<file path="src/rtl/can_txmb_pkg.sv">
package can_txmb_pkg;
  typedef enum logic [1:0] {
    RES_OK  = 2'd0,
    RES_ARB = 2'd1,
    RES_ERR = 2'd2,
    RES_RSV = 2'd3
  } tx_result_e;
endpackage

</file>
<file path="src/rtl/can_txmb_order.sv">
// Arrival-rank tracker: every live mailbox holds its position in the request order.
module can_txmb_order #(
  parameter int NUM_MB = 3,
  parameter int RK_W   = 2
) (
  input  logic                           clk,
  input  logic                           rst_n,
  input  logic [NUM_MB-1:0]              live,
  input  logic [NUM_MB-1:0]              push,
  input  logic [NUM_MB-1:0]              pop,
  output logic [NUM_MB-1:0][RK_W-1:0]    rank_o
);
  logic [NUM_MB-1:0][RK_W-1:0] rank_q, rank_d;
  logic [NUM_MB-1:0][RK_W-1:0] pre_push, drop;
  logic [NUM_MB-1:0]           keep;
  logic [RK_W-1:0]             cnt_keep;
  logic                        upd_en;

  always_comb begin
    keep     = live & ~pop;
    upd_en   = |{push, pop};
    cnt_keep = '0;
    for (int j = 0; j < NUM_MB; j++)
      if (keep[j]) cnt_keep = cnt_keep + RK_W'(1);
    for (int i = 0; i < NUM_MB; i++) begin
      pre_push[i] = '0;
      drop[i]     = '0;
      for (int j = 0; j < NUM_MB; j++) begin
        if (j < i && push[j]) pre_push[i] = pre_push[i] + RK_W'(1);
        if (pop[j] && (rank_q[j] < rank_q[i])) drop[i] = drop[i] + RK_W'(1);
      end
      if (push[i])      rank_d[i] = cnt_keep + pre_push[i];
      else if (keep[i]) rank_d[i] = rank_q[i] - drop[i];
      else              rank_d[i] = rank_q[i];
    end
  end

  always_ff @(posedge clk or negedge rst_n) begin
    if (!rst_n)      rank_q <= '0;
    else if (upd_en) rank_q <= rank_d;
  end

  assign rank_o = rank_q;
endmodule

</file>
<file path="src/rtl/can_txmb_pick.sv">
// Chooses one eligible mailbox: lowest identifier or lowest arrival rank.
module can_txmb_pick #(
  parameter int NUM_MB = 3,
  parameter int ID_W   = 11,
  parameter int RK_W   = 2,
  parameter int IDX_W  = 2
) (
  input  logic [NUM_MB-1:0]           elig,
  input  logic                        order_mode,
  input  logic [NUM_MB-1:0][ID_W-1:0] ids,
  input  logic [NUM_MB-1:0][RK_W-1:0] ranks,
  output logic                        any_o,
  output logic [IDX_W-1:0]            idx_o
);
  logic             id_found, rk_found;
  logic [ID_W-1:0]  id_best;
  logic [RK_W-1:0]  rk_best;
  logic [IDX_W-1:0] id_idx, rk_idx;

  always_comb begin
    id_found = 1'b0;
    id_best  = '0;
    id_idx   = '0;
    rk_found = 1'b0;
    rk_best  = '0;
    rk_idx   = '0;
    for (int i = 0; i < NUM_MB; i++) begin
      // strict compare in ascending index order keeps the lower index on ties
      if (elig[i] && (!id_found || ids[i] < id_best)) begin
        id_found = 1'b1;
        id_best  = ids[i];
        id_idx   = IDX_W'(i);
      end
      if (elig[i] && (!rk_found || ranks[i] < rk_best)) begin
        rk_found = 1'b1;
        rk_best  = ranks[i];
        rk_idx   = IDX_W'(i);
      end
    end
    any_o = |elig;
    idx_o = order_mode ? rk_idx : id_idx;
  end
endmodule

</file>
<file path="src/rtl/can_txmb_sched.sv">
module can_txmb_sched
  import can_txmb_pkg::*;
#(
  parameter int NUM_MB = 3,
  parameter int ID_W   = 11,
  localparam int IDX_W = (NUM_MB > 1) ? $clog2(NUM_MB) : 1,
  localparam int RK_W  = $clog2(NUM_MB + 1)
) (
  input  logic              clk,
  input  logic              rst_n,
  input  logic              order_mode,
  input  logic              one_shot,
  input  logic [NUM_MB-1:0] req_set,
  input  logic [ID_W-1:0]   req_id,
  input  logic [NUM_MB-1:0] abort_req,
  output logic              eng_start,
  output logic [IDX_W-1:0]  eng_mb,
  output logic [ID_W-1:0]   eng_id,
  input  logic              eng_done,
  input  logic [1:0]        eng_result,
  output logic [NUM_MB-1:0] tx_pending,
  output logic [NUM_MB-1:0] tx_done,
  output logic [NUM_MB-1:0] tx_ok,
  output logic [NUM_MB-1:0] tx_arb,
  output logic [NUM_MB-1:0] tx_err
);
  // mailbox state
  logic [NUM_MB-1:0]           pend_q, pend_d;
  logic [NUM_MB-1:0]           done_q, done_d, ok_q, ok_d, arb_q, arb_d, err_q, err_d;
  logic [NUM_MB-1:0][ID_W-1:0] id_q;
  logic                        flag_en;
  // attempt sequencer
  logic                        busy_q, busy_d, start_q, start_d;
  logic [IDX_W-1:0]            cur_q, cur_d;
  // decoded controls
  logic [NUM_MB-1:0]           set_ok, cur_oh, in_prog, abort_ok, cmp_oh, pop, elig;
  logic                        fin_attempt, retire_cur, launch, pick_any;
  logic [IDX_W-1:0]            pick_idx;
  logic [NUM_MB-1:0][RK_W-1:0] ranks;
  tx_result_e                  res;

  always_comb begin
    res         = tx_result_e'(eng_result);
    set_ok      = req_set & ~pend_q;
    fin_attempt = busy_q & eng_done;
    retire_cur  = fin_attempt & ((res == RES_OK) | one_shot);
    for (int i = 0; i < NUM_MB; i++) cur_oh[i] = (cur_q == IDX_W'(i));
    in_prog     = busy_q ? cur_oh : '0;
    abort_ok    = abort_req & pend_q & ~in_prog;
    cmp_oh      = retire_cur ? cur_oh : '0;
    pop         = abort_ok | cmp_oh;
    elig        = pend_q & ~abort_ok;
  end

  can_txmb_order #(.NUM_MB(NUM_MB), .RK_W(RK_W)) u_order (
    .clk    (clk),
    .rst_n  (rst_n),
    .live   (pend_q),
    .push   (set_ok),
    .pop    (pop),
    .rank_o (ranks)
  );

  can_txmb_pick #(.NUM_MB(NUM_MB), .ID_W(ID_W), .RK_W(RK_W), .IDX_W(IDX_W)) u_pick (
    .elig       (elig),
    .order_mode (order_mode),
    .ids        (id_q),
    .ranks      (ranks),
    .any_o      (pick_any),
    .idx_o      (pick_idx)
  );

  // next state: mailbox flags
  always_comb begin
    pend_d  = (pend_q & ~pop) | set_ok;
    flag_en = |{set_ok, pop};
    done_d  = done_q;
    ok_d    = ok_q;
    arb_d   = arb_q;
    err_d   = err_q;
    for (int i = 0; i < NUM_MB; i++) begin
      if (set_ok[i]) begin
        done_d[i] = 1'b0;
        ok_d[i]   = 1'b0;
        arb_d[i]  = 1'b0;
        err_d[i]  = 1'b0;
      end else if (abort_ok[i]) begin
        done_d[i] = 1'b1;
        ok_d[i]   = 1'b0;
        arb_d[i]  = 1'b0;
        err_d[i]  = 1'b0;
      end else if (cmp_oh[i]) begin
        done_d[i] = 1'b1;
        ok_d[i]   = (res == RES_OK);
        arb_d[i]  = (res == RES_ARB);
        err_d[i]  = (res == RES_ERR) || (res == RES_RSV);
      end
    end
  end

  // next state: attempt sequencer (choice only while idle)
  always_comb begin
    launch  = !busy_q && pick_any;
    start_d = launch;
    cur_d   = launch ? pick_idx : cur_q;
    if (launch)           busy_d = 1'b1;
    else if (fin_attempt) busy_d = 1'b0;
    else                  busy_d = busy_q;
  end

  always_ff @(posedge clk or negedge rst_n) begin
    if (!rst_n) begin
      pend_q <= '0;
      done_q <= '0;
      ok_q   <= '0;
      arb_q  <= '0;
      err_q  <= '0;
    end else if (flag_en) begin
      pend_q <= pend_d;
      done_q <= done_d;
      ok_q   <= ok_d;
      arb_q  <= arb_d;
      err_q  <= err_d;
    end
  end

  always_ff @(posedge clk or negedge rst_n) begin
    if (!rst_n) begin
      id_q <= '0;
    end else begin
      for (int i = 0; i < NUM_MB; i++)
        if (set_ok[i]) id_q[i] <= req_id;
    end
  end

  always_ff @(posedge clk or negedge rst_n) begin
    if (!rst_n) begin
      busy_q  <= 1'b0;
      start_q <= 1'b0;
      cur_q   <= '0;
    end else begin
      busy_q  <= busy_d;
      start_q <= start_d;
      if (launch) cur_q <= cur_d;
    end
  end

  assign eng_start  = start_q;
  assign eng_mb     = cur_q;
  assign eng_id     = id_q[cur_q];
  assign tx_pending = pend_q;
  assign tx_done    = done_q;
  assign tx_ok      = ok_q;
  assign tx_arb     = arb_q;
  assign tx_err     = err_q;
endmodule

</file>
<file path="config.mk">
export PLATFORM = sky130hd
export DESIGN_NAME = can_txmb_sched
export DESIGN_NICKNAME = d
export VERILOG_FILES = /design/src/rtl/can_txmb_pkg.sv /design/src/rtl/can_txmb_order.sv /design/src/rtl/can_txmb_pick.sv /design/src/rtl/can_txmb_sched.sv
export SDC_FILE = /design/constraint.sdc
export NUM_CORES = 1
export LEC_CHECK = 0
export BUFFER_PORTS_ARGS = -buffer_cell sky130_fd_sc_hd__buf_4
export CELL_PAD_IN_SITES_DETAIL_PLACEMENT = 2
export CELL_PAD_IN_SITES_GLOBAL_PLACEMENT = 2
export CORE_AREA = 3 3 97 122
export DETAILED_ROUTE_END_ITERATION = 6
export DIE_AREA = 0 0 100 125
export GPL_TIMING_DRIVEN = 0
export MAX_ROUTING_LAYER = met4
export PLACE_DENSITY_LB_ADDON = 0.05
export SYNTH_ARGS = -nofsm -noshare
export SYNTH_HDL_FRONTEND = slang
export SYNTH_SLANG_ARGS = --single-unit
export TNS_END_PERCENT = 50
</file>
<file path="constraint.sdc">
create_clock -name clk -period 7.3 [get_ports clk]
set_input_delay 0 -clock clk [delete_from_list [all_inputs] [get_ports clk]]
set_output_delay 0 -clock clk [all_outputs]
set_load 0.01 [all_outputs]
</file>
==> impl_metrics.py <==
metrics = {
    "synth": {
        "synth.largest_area_cell": "dfrtp_1",
        "ys_seq_area_share_pct": 36.92,
        "async_reset_ff_share_pct": 100.0,
        "syn_avg_cell_area_um2": 8.294,
        "synthesis.nets": 538,
        "synthCells": 474,
        "synth_warnings": 0,
        "synth_area_mm2": 0.003931,
        "yosys-top-cells-area": "dfrtp_1 (37%), ha_1 (13%), nand2_1 (12%), o21ai_0 (4.6%), a21oi_1 (3.1%)",
        "ys_ff_latch": 58,
        "yosys_most_used_dff": "dfrtp_1",
        "synth-edff-count": 0,
        "ys_types": 52,
        "synth_top_area_share_pct": 36.92,
    },
    "floorplan": {
        "design.die.area_mm2": 0.01250,
        "die_w_um": 100,
        "row_count": 42,
        "initial_utilization_pct": 36.85,
        "die_h_um": 125,
        "ios": 53,
        "core_mm2": 0.01067,
    },
    "clock_tree": {
        "cts_resized": 0,
        "cts_max_level": 3,
        "cts.sinks": 58,
        "cts_buffers": 9,
        "clockRootBuffer": "clkbuf_16",
        "path_clk_slew_ns": 0.05,
        "clk_path_buf_depth": 2,
        "cts_tree": "done",
        "clock_latency_ns": 0.34,
        "postCtsSetupRepairBufs": 0,
    },
    "status": {
        "outcome": "complete, no violations",
    },
    "timing": {
        "finalCritPeriodShare_pct": 74.74,
        "min_period_ns": 5.456,
        "tns_ns": 0,
        "maxSlewViolCount": 0,
        "hold_viol_final": 0,
        "finClkSkew_ns": 0.01004,
        "maxSlewHeadroom_pct": 37.97,
        "worst_slew_pin_slew_ns": 0.9304,
        "hold_slack_ns": 0.07393,
        "rsz0062_at_grt": "false",
        "fmax_mhz": 183.3,
        "setup_violations": 0,
    },
    "setup_path": {
        "cp_max_fo": 10,
        "cp.arrival_ns": 5.71,
        "crit_path_start_kind": "flip-flop",
        "crit_path_start": "eng_mb[1]$_DFFE_PN0P_",
        "critical_path_required_ns": 7.56,
        "r2r_setup_slack_ns": 1.84,
        "critPathKind": "flip-flop to flip-flop",
        "critical_path.endpoint": "eng_mb[1]$_DFFE_PN0P_",
        "reg2regPathDepth": 22,
        "r2r-end": "eng_mb[1]$_DFFE_PN0P_",
        "r2r_start": "eng_mb[1]$_DFFE_PN0P_",
        "end_kind": "flip-flop",
    },
    "final_layout": {
        "fin_cells": 688,
        "drive_above_1_share_pct": 15.65,
        "fillers": 1203,
        "register_area_mm2": 0.001451,
        "n_antenna_cell": 0,
        "multi_input_area_mm2": 0.002292,
        "layout_commonest_cell": "nand2_1",
        "syn_to_final_growth_pct": 25.33,
        "mostFrequentLayoutCells": "nand2_1 (121), dfrtp_1 (58), buf_4 (52)",
        "fin_util_pct": 46.19,
        "layout.nets": 616,
    },
    "route": {
        "dr_wl_met2_mm": 8.105,
        "met1_length_mm": 6.061,
        "drt_iter0_drc": 120,
        "vias_per_cell": 5.650,
        "wl_mm": 15.08,
        "drc": 0,
        "num_vias": 3887,
        "dr.max_layer_used": "met4",
        "wl_per_cell_um": 21.91,
        "wl_met3_um": 416,
        "first_pass_iters": 4,
        "final_antenna_net_count": 0,
    },
    "place": {
        "hpwlAfterDp_mm": 10.81,
        "place_inst": 658,
        "gp_congestion": 0.7987,
        "portBuffers": 52,
    },
    "run": {
        "maxCapViolCount": 0,
    },
    "grt": {
        "grt_pass1_wl_mm": 24.47,
        "grt_max_degree": 59,
        "grt_overflow": 0,
        "grt_pass1_vias": 4491,
        "antenna_found_initial": 0,
        "track_usage_pct": 26.23,
    },
    "power_and_ir_drop": {
        "ir_worst_vdd_uv": 170.3,
        "power_density_mw_per_mm2": 495.7,
        "leakage_uw": 0.002364,
    },
    "min_path": {
        "hold_start": "req_set[2]",
        "min_path_type": "input pin to flip-flop",
    },
}
[synthesized netlist by cell type (all sizes together) (7+ instances only)]
cell type	count
a31oi	12
dfrtp	58
a21oi	24
inv	26
clkbuf	13
nand3	7
ha	40
nor2	31
nand2	122
mux2i	12
o21ai	45
[how the worst min path moves through the flow]
stage | end | cells past startpoint | slack (ns)
floorplan | busy_q$_DFFE_PN0P_ | 0 | -0.30
global placement | id_q[3]$_DFFE_PN0P_ | 1 | 0.15
detailed placement | id_q[24]$_DFFE_PN0P_ | 1 | 0.15
CTS | tx_pending[2]$_DFFE_PN0P_ | 3 | 0.07
global route | tx_pending[2]$_DFFE_PN0P_ | 3 | 0.11
finish | tx_pending[2]$_DFFE_PN0P_ | 3 | 0.07
[stage by stage]
step                worst slack, ns  instance area (um^2)  total power, uW
floorplan                     2.916                  3931             1466
global placement              1.925                  4487             1933
detailed placement            1.866                  4487             2016
CTS                           1.844                  4927             2461
global route                  1.322                  4927             2678
finish                        1.844                  4927             2443
[critical path, stage by stage, from the launching register on]
cell and delay [ns]:
dfrtp_1 0.39, buf_2 0.19, or3b_4 0.42, a21boi_4 0.34
clkbuf_1 0.54, nand2_1 0.13, ha_1 0.32, nand2_1 0.07
o21ai_0 0.25, a21oi_1 0.10, o21a_1 0.20, o21ai_1 0.27
buf_2 0.35, nor2_1 0.07, a31oi_1 0.15, ha_1 0.26
a21oi_1 0.19, o21ai_0 0.12, a211oi_1 0.29, a221oi_2 0.10
a21o_1 0.20, a211o_1 0.28, o22ai_1 0.12
[registers in the layout, summed over array words and instances (netlist names), 2 cells and up]
| register | count |
|---|---|
| id_q | 33 |
| u_order.rank_o | 6 |
| tx_arb | 3 |
| tx_done | 3 |
| tx_err | 3 |
| tx_ok | 3 |
| tx_pending | 3 |
| eng_mb | 2 |
[layer usage]
metal  vias to the layer above  GRT usage (%)
met4                         0          10.55
met1                      1973          29.34
met5                         -              -
met3                        32          3.621
met2                        80          46.44
li1                       1802              -
[layout make-up]
| class | count | area share, % |
|---|---|---|
| plain buffers | 19 | 1.600 |
| inverters | 29 | 2.209 |
| repair buffers | 67 | 10.97 |
| well taps | 132 | 3.352 |
| flip-flops and latches | 58 | 29.46 |
| clock buffers | 13 | 5.688 |
| clock inverters | 2 | 0.2031 |
| multi-input cells | 368 | 46.52 |
[power breakdown]
group / total, uW / switching (uW) / leakage, uW / internal, uW
Sequential: 632 / 163 / 0.000720 / 469
Clock: 416 / 152 / 0.000147 / 263
Combinational: 1390 / 842 / 0.00150 / 553
[cell families after synthesis]
kind of cell    after synthesis  share of synthesized area (%)
buf+inv                      48                          4.774
fa+ha+maj                    40                          12.73
xor+xnor                      7                          1.560
mux                          12                          3.151
compound gates              119                          20.18
simple gates                190                          20.69
flops                        58                          36.92
[timing repair]
| item | in CTS | in global routing |
|---|---|---|
| endpoints found under the setup margin | 0 | 0 |
| hold endpoints to repair | 98 | 0 |
| hold buffers | 15 | 0 |
Power figures use the tool's default switching activity.
